`src/rtl/stack_calc_pkg.sv`:
```
package stack_calc_pkg;
   localparam logic [7:0] OPC_SUB = 8'h00;
   localparam logic [7:0] OPC_ADD = 8'h01;
   localparam logic [7:0] OPC_EOF = 8'hFF;

   typedef enum logic [2:0] {
      ST_EMPTY = 3'd0,
      ST_ONE   = 3'd1,
      ST_TWO   = 3'd2,
      ST_DEEP  = 3'd3,
      ST_ERR   = 3'd4,
      ST_HALT  = 3'd5
   } calc_state_t;

   typedef struct packed {
      logic fetch_en;
      logic op_path;
      logic a_load;
      logic b_load;
      logic sp_up;
      logic sp_step;
      logic halt_n;
      logic err_n;
   } calc_ctl_t;
endpackage

```
`src/rtl/stack_calc_mem.sv`:
```
module stack_calc_mem #(
   parameter int AW = 4,
   parameter int WW = 9
) (
   input  logic          clk,
   input  logic          we,
   input  logic [AW-1:0] p_addr,
   input  logic [WW-1:0] p_wdata,
   output logic [WW-1:0] p_rdata,
   input  logic [AW-1:0] q_addr,
   output logic [WW-1:0] q_rdata
);
   localparam int DEPTH = 1 << AW;

   logic [WW-1:0] store [DEPTH];

   always_ff @(posedge clk) begin
      if (we) store[p_addr] <= p_wdata;
   end

   assign p_rdata = store[p_addr];
   assign q_rdata = store[q_addr];
endmodule

```
`src/rtl/stack_calc_alu.sv`:
```
module stack_calc_alu #(
   parameter int DW = 8
) (
   input  logic [DW-1:0] lhs,
   input  logic [DW-1:0] rhs,
   input  logic          sub,
   output logic [DW-1:0] res
);
   assign res = sub ? (lhs - rhs) : (lhs + rhs);
endmodule

```
`src/rtl/stack_calc_ctrl.sv`:
```
module stack_calc_ctrl
   import stack_calc_pkg::*;
#(
   parameter int DW = 8
) (
   input  logic        clk,
   input  logic        rst,
   input  logic        word_valid,
   input  logic [DW:0] word,
   input  logic        sp_at_one,
   output calc_state_t state,
   output calc_ctl_t   ctl
);
   localparam logic [DW-1:0] BAD_DATA = {1'b1, {(DW-1){1'b0}}};

   calc_state_t nxt;
   logic is_op, is_data, is_arith, is_eof;

   always_comb begin
      is_op    = word[DW];
      is_eof   = is_op && (word[DW-1:0] == DW'(OPC_EOF));
      is_arith = is_op && ((word[DW-1:0] == DW'(OPC_SUB)) || (word[DW-1:0] == DW'(OPC_ADD)));
      is_data  = !is_op && (word[DW-1:0] != BAD_DATA);
   end

   always_comb begin
      nxt = state;
      ctl = '{fetch_en: 1'b0, op_path: 1'b0, a_load: 1'b0, b_load: 1'b0,
              sp_up: 1'b0, sp_step: 1'b0, halt_n: 1'b1, err_n: 1'b1};
      if (state == ST_HALT) begin
         ctl.halt_n = 1'b0;
      end else if (state == ST_ERR) begin
         ctl.err_n = 1'b0;
      end else begin
         ctl.fetch_en = 1'b1;
         if (word_valid) begin
            if (is_eof) begin
               nxt = ST_HALT;
            end else if (is_data) begin
               ctl.b_load = 1'b1;
               unique case (state)
                  ST_EMPTY: nxt = ST_ONE;
                  ST_ONE: begin
                     ctl.a_load = 1'b1;
                     nxt = ST_TWO;
                  end
                  default: begin
                     ctl.a_load  = 1'b1;
                     ctl.sp_up   = 1'b1;
                     ctl.sp_step = 1'b1;
                     nxt = ST_DEEP;
                  end
               endcase
            end else if (is_arith && (state == ST_TWO || state == ST_DEEP)) begin
               ctl.op_path = 1'b1;
               ctl.b_load  = 1'b1;
               if (state == ST_TWO) begin
                  nxt = ST_ONE;
               end else begin
                  ctl.a_load  = 1'b1;
                  ctl.sp_step = 1'b1;
                  nxt = sp_at_one ? ST_TWO : ST_DEEP;
               end
            end else begin
               nxt = ST_ERR;
            end
         end
      end
   end

   always_ff @(posedge clk) begin
      if (rst) state <= ST_EMPTY;
      else     state <= nxt;
   end
endmodule

```
`src/rtl/stack_calc.sv`:
```
module stack_calc
   import stack_calc_pkg::*;
#(
   parameter int DW = 8,
   parameter int AW = 4
) (
   input  logic          clk,
   input  logic          rst,
   input  logic          ld_en,
   input  logic [AW-1:0] ld_addr,
   input  logic [DW:0]   ld_data,
   output logic [DW-1:0] result,
   output logic          halted,
   output logic          error
);
   localparam int WW = DW + 1;

   if (DW < 2) begin : g_bad_dw
      $error("stack_calc: DW must be at least 2");
   end
   if (AW < 2) begin : g_bad_aw
      $error("stack_calc: AW must be at least 2");
   end

   calc_state_t   state;
   calc_ctl_t     ctl;
   logic [AW-1:0] pc_q, sp_q, stk_addr, mem_addr;
   logic [WW-1:0] ir_q, prog_word, stk_word, mem_wdata;
   logic          ir_vld_q, mem_we;
   logic [DW-1:0] a_q, b_q, alu_res;

   stack_calc_ctrl #(.DW(DW)) u_ctrl (
      .clk(clk), .rst(rst), .word_valid(ir_vld_q), .word(ir_q),
      .sp_at_one(sp_q == AW'(1)), .state(state), .ctl(ctl)
   );

   stack_calc_alu #(.DW(DW)) u_alu (
      .lhs(a_q), .rhs(b_q), .sub(ir_q[DW-1:0] == DW'(OPC_SUB)), .res(alu_res)
   );

   always_comb begin
      stk_addr  = (ctl.sp_step && !ctl.sp_up) ? (sp_q - AW'(1)) : sp_q;
      mem_addr  = ld_en ? ld_addr : stk_addr;
      mem_wdata = ld_en ? ld_data : {1'b0, a_q};
      mem_we    = ld_en || (!rst && ctl.sp_step && ctl.sp_up);
   end

   stack_calc_mem #(.AW(AW), .WW(WW)) u_mem (
      .clk(clk), .we(mem_we), .p_addr(mem_addr), .p_wdata(mem_wdata),
      .p_rdata(stk_word), .q_addr(pc_q), .q_rdata(prog_word)
   );

   always_ff @(posedge clk) begin
      if (rst) begin
         pc_q     <= '0;
         sp_q     <= '0;
         ir_q     <= '0;
         ir_vld_q <= 1'b0;
         a_q      <= '0;
         b_q      <= '0;
      end else begin
         if (ctl.fetch_en) begin
            ir_q     <= prog_word;
            ir_vld_q <= 1'b1;
            pc_q     <= pc_q + AW'(1);
         end
         if (ctl.sp_step) sp_q <= ctl.sp_up ? (sp_q + AW'(1)) : (sp_q - AW'(1));
         if (ctl.a_load)  a_q  <= ctl.op_path ? stk_word[DW-1:0] : b_q;
         if (ctl.b_load)  b_q  <= ctl.op_path ? alu_res : ir_q[DW-1:0];
      end
   end

   assign result = b_q;
   assign halted = !ctl.halt_n;
   assign error  = !ctl.err_n;
endmodule

```
`config.mk`:
```
export PLATFORM = sky130hd
export DESIGN_NAME = stack_calc
export DESIGN_NICKNAME = d
export VERILOG_FILES = /design/src/rtl/stack_calc_pkg.sv /design/src/rtl/stack_calc_mem.sv /design/src/rtl/stack_calc_alu.sv /design/src/rtl/stack_calc_ctrl.sv /design/src/rtl/stack_calc.sv
export SDC_FILE = /design/constraint.sdc
export NUM_CORES = 1
export LEC_CHECK = 0
export CORE_MARGIN = 1
export CORE_UTILIZATION = 25
export DETAILED_ROUTE_END_ITERATION = 10
export GPL_TIMING_DRIVEN = 0
export MAX_ROUTING_LAYER = met4
export SYNTH_ARGS = -nofsm -noshare
export SYNTH_HDL_FRONTEND = slang
export SYNTH_HIERARCHICAL = 1
export SYNTH_SLANG_ARGS = --single-unit
export TNS_END_PERCENT = 10
```
`constraint.sdc`:
```
create_clock -name clk -period 4.2 [get_ports clk]
set_clock_uncertainty 0.2 [all_clocks]
set_input_delay 0.63 -clock clk [delete_from_list [all_inputs] [get_ports clk]]
set_output_delay 0.63 -clock clk [all_outputs]
set_load 0.02 [all_outputs]
```
==> summary.md <==
| Metric | Value |
|---|---|
| Die area | 0.0369 mm^2 |
| Fmax | 0.245 GHz |
| HPWL Detailed | 16200 um |
| Register area | 0.00506 mm^2 |
| DRC | 0 |
| Core Util, Final | 29.8% |
| Initial antenna violation count | 0 |
| Worst R2R End | a_q[3] |
| CP Cell Sequence | nor4_4 -> nand3_1 -> a22o_1 -> nor3_4 -> nor2b_4 -> mux2_2 -> o21ai_0 -> clkbuf_4 -> buf_4 -> mux4_2 -> a22oi_1 -> nand2_1 -> mux2i_1 -> a211oi_1 |
| Root Buffer Master | clkbuf_16 |
| WL per Instance | 20.6 um |
| Core Box Area | 0.0356 mm^2 |
| GPL Wtd Cong | 0.841 |
| Num CTS Buffers | 17 |
| Die W | 192 um |
| R2r setup slk | 0.11 ns |
| 1st-iter DRT viols | 489 |
| Worst setup margin | 0.111 ns |
| Worst-Margin Slew | 0.886 ns |
| Area growth syn-to-layout | 17.1% |
| Slowest-stage cell, CP | a22oi_1 |
| Syn_nets | 636 |
| Synth warn | 6 |
| Input/output buffers | 24 |
| Critical Path RT | 4.29 ns |
| Grt ovf | 0 |
| Overall Global Routing Usage | 13.4% |
| Setup crit start kind | flip-flop |
| Relative slew slack | 40.7% |
| Leakage | 3.43 nW |
| Max_cap viols | 0 |
| Antenna cells | 0 |
| CTS HTree Levels | 4 |
| CP startpoint | ir_q[1] |
| Total Nets Final | 682 |
| # fillers | 3548 |
| Final WL | 23200 um |
| Setup-failing EPs final | 0 |
| Hold path cells | 2 |
| First-pass GRT wire length | 34600 um |
| Core Rows | 69 |
| Cell count after synthesis | 607 |
| Via count of the first global-routing pass | 5481 |
| Worst Hold Class | reg -> reg |
| DP Worst Slack | -0.911 ns |
| Initial DRT Pass Iterations | 5 |
| Worst skew pair latency | 0.44 ns |
| Max Slew Vio Count | 0 |
| Clock edge transition at the registers on the reported setup and hold paths | 0.07 ns |
| Min Clock Period, post-route | 4.09 ns |
| I/O pin count | 26 |
| Endpoints failing hold | 0 |
| Clock Path Buffers | 2 |
| Worst path max stage delay | 0.42 ns |
| Max FO, Critical Path | 9 |
| Synthesized cell area | 0.00904 mm^2 |
| Critical path capture point type | flip-flop |
| RR Startpoint | ir_q[1] |
| Layout cells sized above 1 | 23.0% |
| Largest net degree at the start of global routing | 19 |
| Vias/cell | 5.02 |
| Outcome | complete, no violations |
| WP data arrival | 4.18 ns |
| Crit share post-route | 97.4% |
| Peak supply drop | 0.262 mV |
| Avg Cell Area, Syn | 14.9 um^2 |
| FF-to-FF path depth | 14 |
| CP Capture Point | a_q[3] |
| Sink Count | 181 |
| Initial Utilization | 25.4% |
| TritonCTS clock tree | built |
| Total power per unit cell area | 557 mW/mm^2 |
| Vias after detailed routing | 5648 |
| Multi-input gate area | 0.00380 mm^2 |
| Number of nets with antenna violations after routing | 0 |
| RSZ-0062 raised after global routing | true |
| Crit Path Category | reg -> reg |
| Die Ht | 192 um |
==> worst max-delay path: cells and delay by family (launching register included) <==
kind | cells | cell delay [ns]
buffers and inverters | 2 | 0.47
AO/OA/AOI/OAI | 4 | 1.01
flip-flops | 1 | 0.37
multiplexers | 3 | 0.85
AND/OR/NAND/NOR | 5 | 1.05
==> layout make-up <==
cell class,count,area share [%]
clock buffer,17,4.02
timing repair buffer,27,2.48
multi-input combinational,368,35.9
inverter,15,0.532
tap,461,5.45
sequential,181,47.8
buffer,43,2.56
clock inverter,14,1.26
==> power by group <==
group          internal, W  leakage (nW)  total (W)  switching, W
combinational     0.000933          1.54    0.00206       0.00113
sequential         0.00214          1.62    0.00230      0.000159
clock             0.000786         0.275    0.00154      0.000753
total              0.00386          3.43    0.00589       0.00204
==> registers in the layout, indices dropped and copies added (netlist names) <==
signal	count
a_q	8
ir_q	9
ir_vld_q	1
pc_q	4
result	8
sp_q	4
u_ctrl/state	3
u_mem/store	144
==> worst min-delay path by stage <==
stage	slack [ns]	from	endpoint
floorplan	0.27	a_q[0]	a_q[0]
global placement	0.29	a_q[0]	a_q[0]
detailed placement	0.30	a_q[0]	a_q[0]
CTS	0.31	a_q[0]	a_q[0]
global route	0.36	a_q[0]	a_q[0]
finish	0.31	a_q[0]	a_q[0]
==> cell usage in the layout (no fill, tap or decap), types with 9 or more instances in the layout <==
| cell | n |
|---|---|
| inv_1 | 15 |
| edfxtp_1 | 144 |
| a22oi_1 | 31 |
| nor2_1 | 50 |
| a211oi_1 | 16 |
| nand2_1 | 28 |
| mux4_2 | 51 |
| xnor2_1 | 14 |
| mux2i_1 | 29 |
| mux2_2 | 9 |
| ha_1 | 12 |
| dfxtp_1 | 37 |
| clkbuf_16 | 17 |
| buf_4 | 10 |
| mux4_1 | 16 |
| a21oi_1 | 9 |
| clkdlybuf4s50_1 | 24 |
| clkbuf_1 | 15 |
==> through the flow <==
| stage | area (um^2) | setup TNS, ns | hold slack (ns) | total power, W | instances |
|---|---|---|---|---|---|
| 2_1_floorplan | 9040 | 0 | 0.273 | 0.00375 | 607 |
| 5_1_grt | 10600 | -1.22 | 0.363 | 0.00618 | 1126 |
| 3_5_place_dp | 9880 | -95.66 | 0.302 | 0.00433 | 1093 |
| 6_report | 10600 | 0 | 0.307 | 0.00589 | 1126 |
| 4_1_cts | 10500 | 0 | 0.311 | 0.00590 | 1126 |
| 3_3_place_gp | 9860 | -99.61 | 0.291 | 0.00430 | 1092 |
==> metal layers <==
metal	vias up	part of all wire, %	global-route usage, %
li1	2497	-	-
met1	2899	45	17.5
met2	204	46	19.9
met3	48	5.7	2.61
met4	0	4.2	6.39
met5	-	0	-
==> repair_timing <==
action                                  in CTS  in global routing
resized for setup                           27                 20
endpoints found under the setup margin     152                139
hold buffers                                 0                  0
setup buffers                                2                  0
pin swaps                                    1                  0
(Power assumes the default switching activity.)
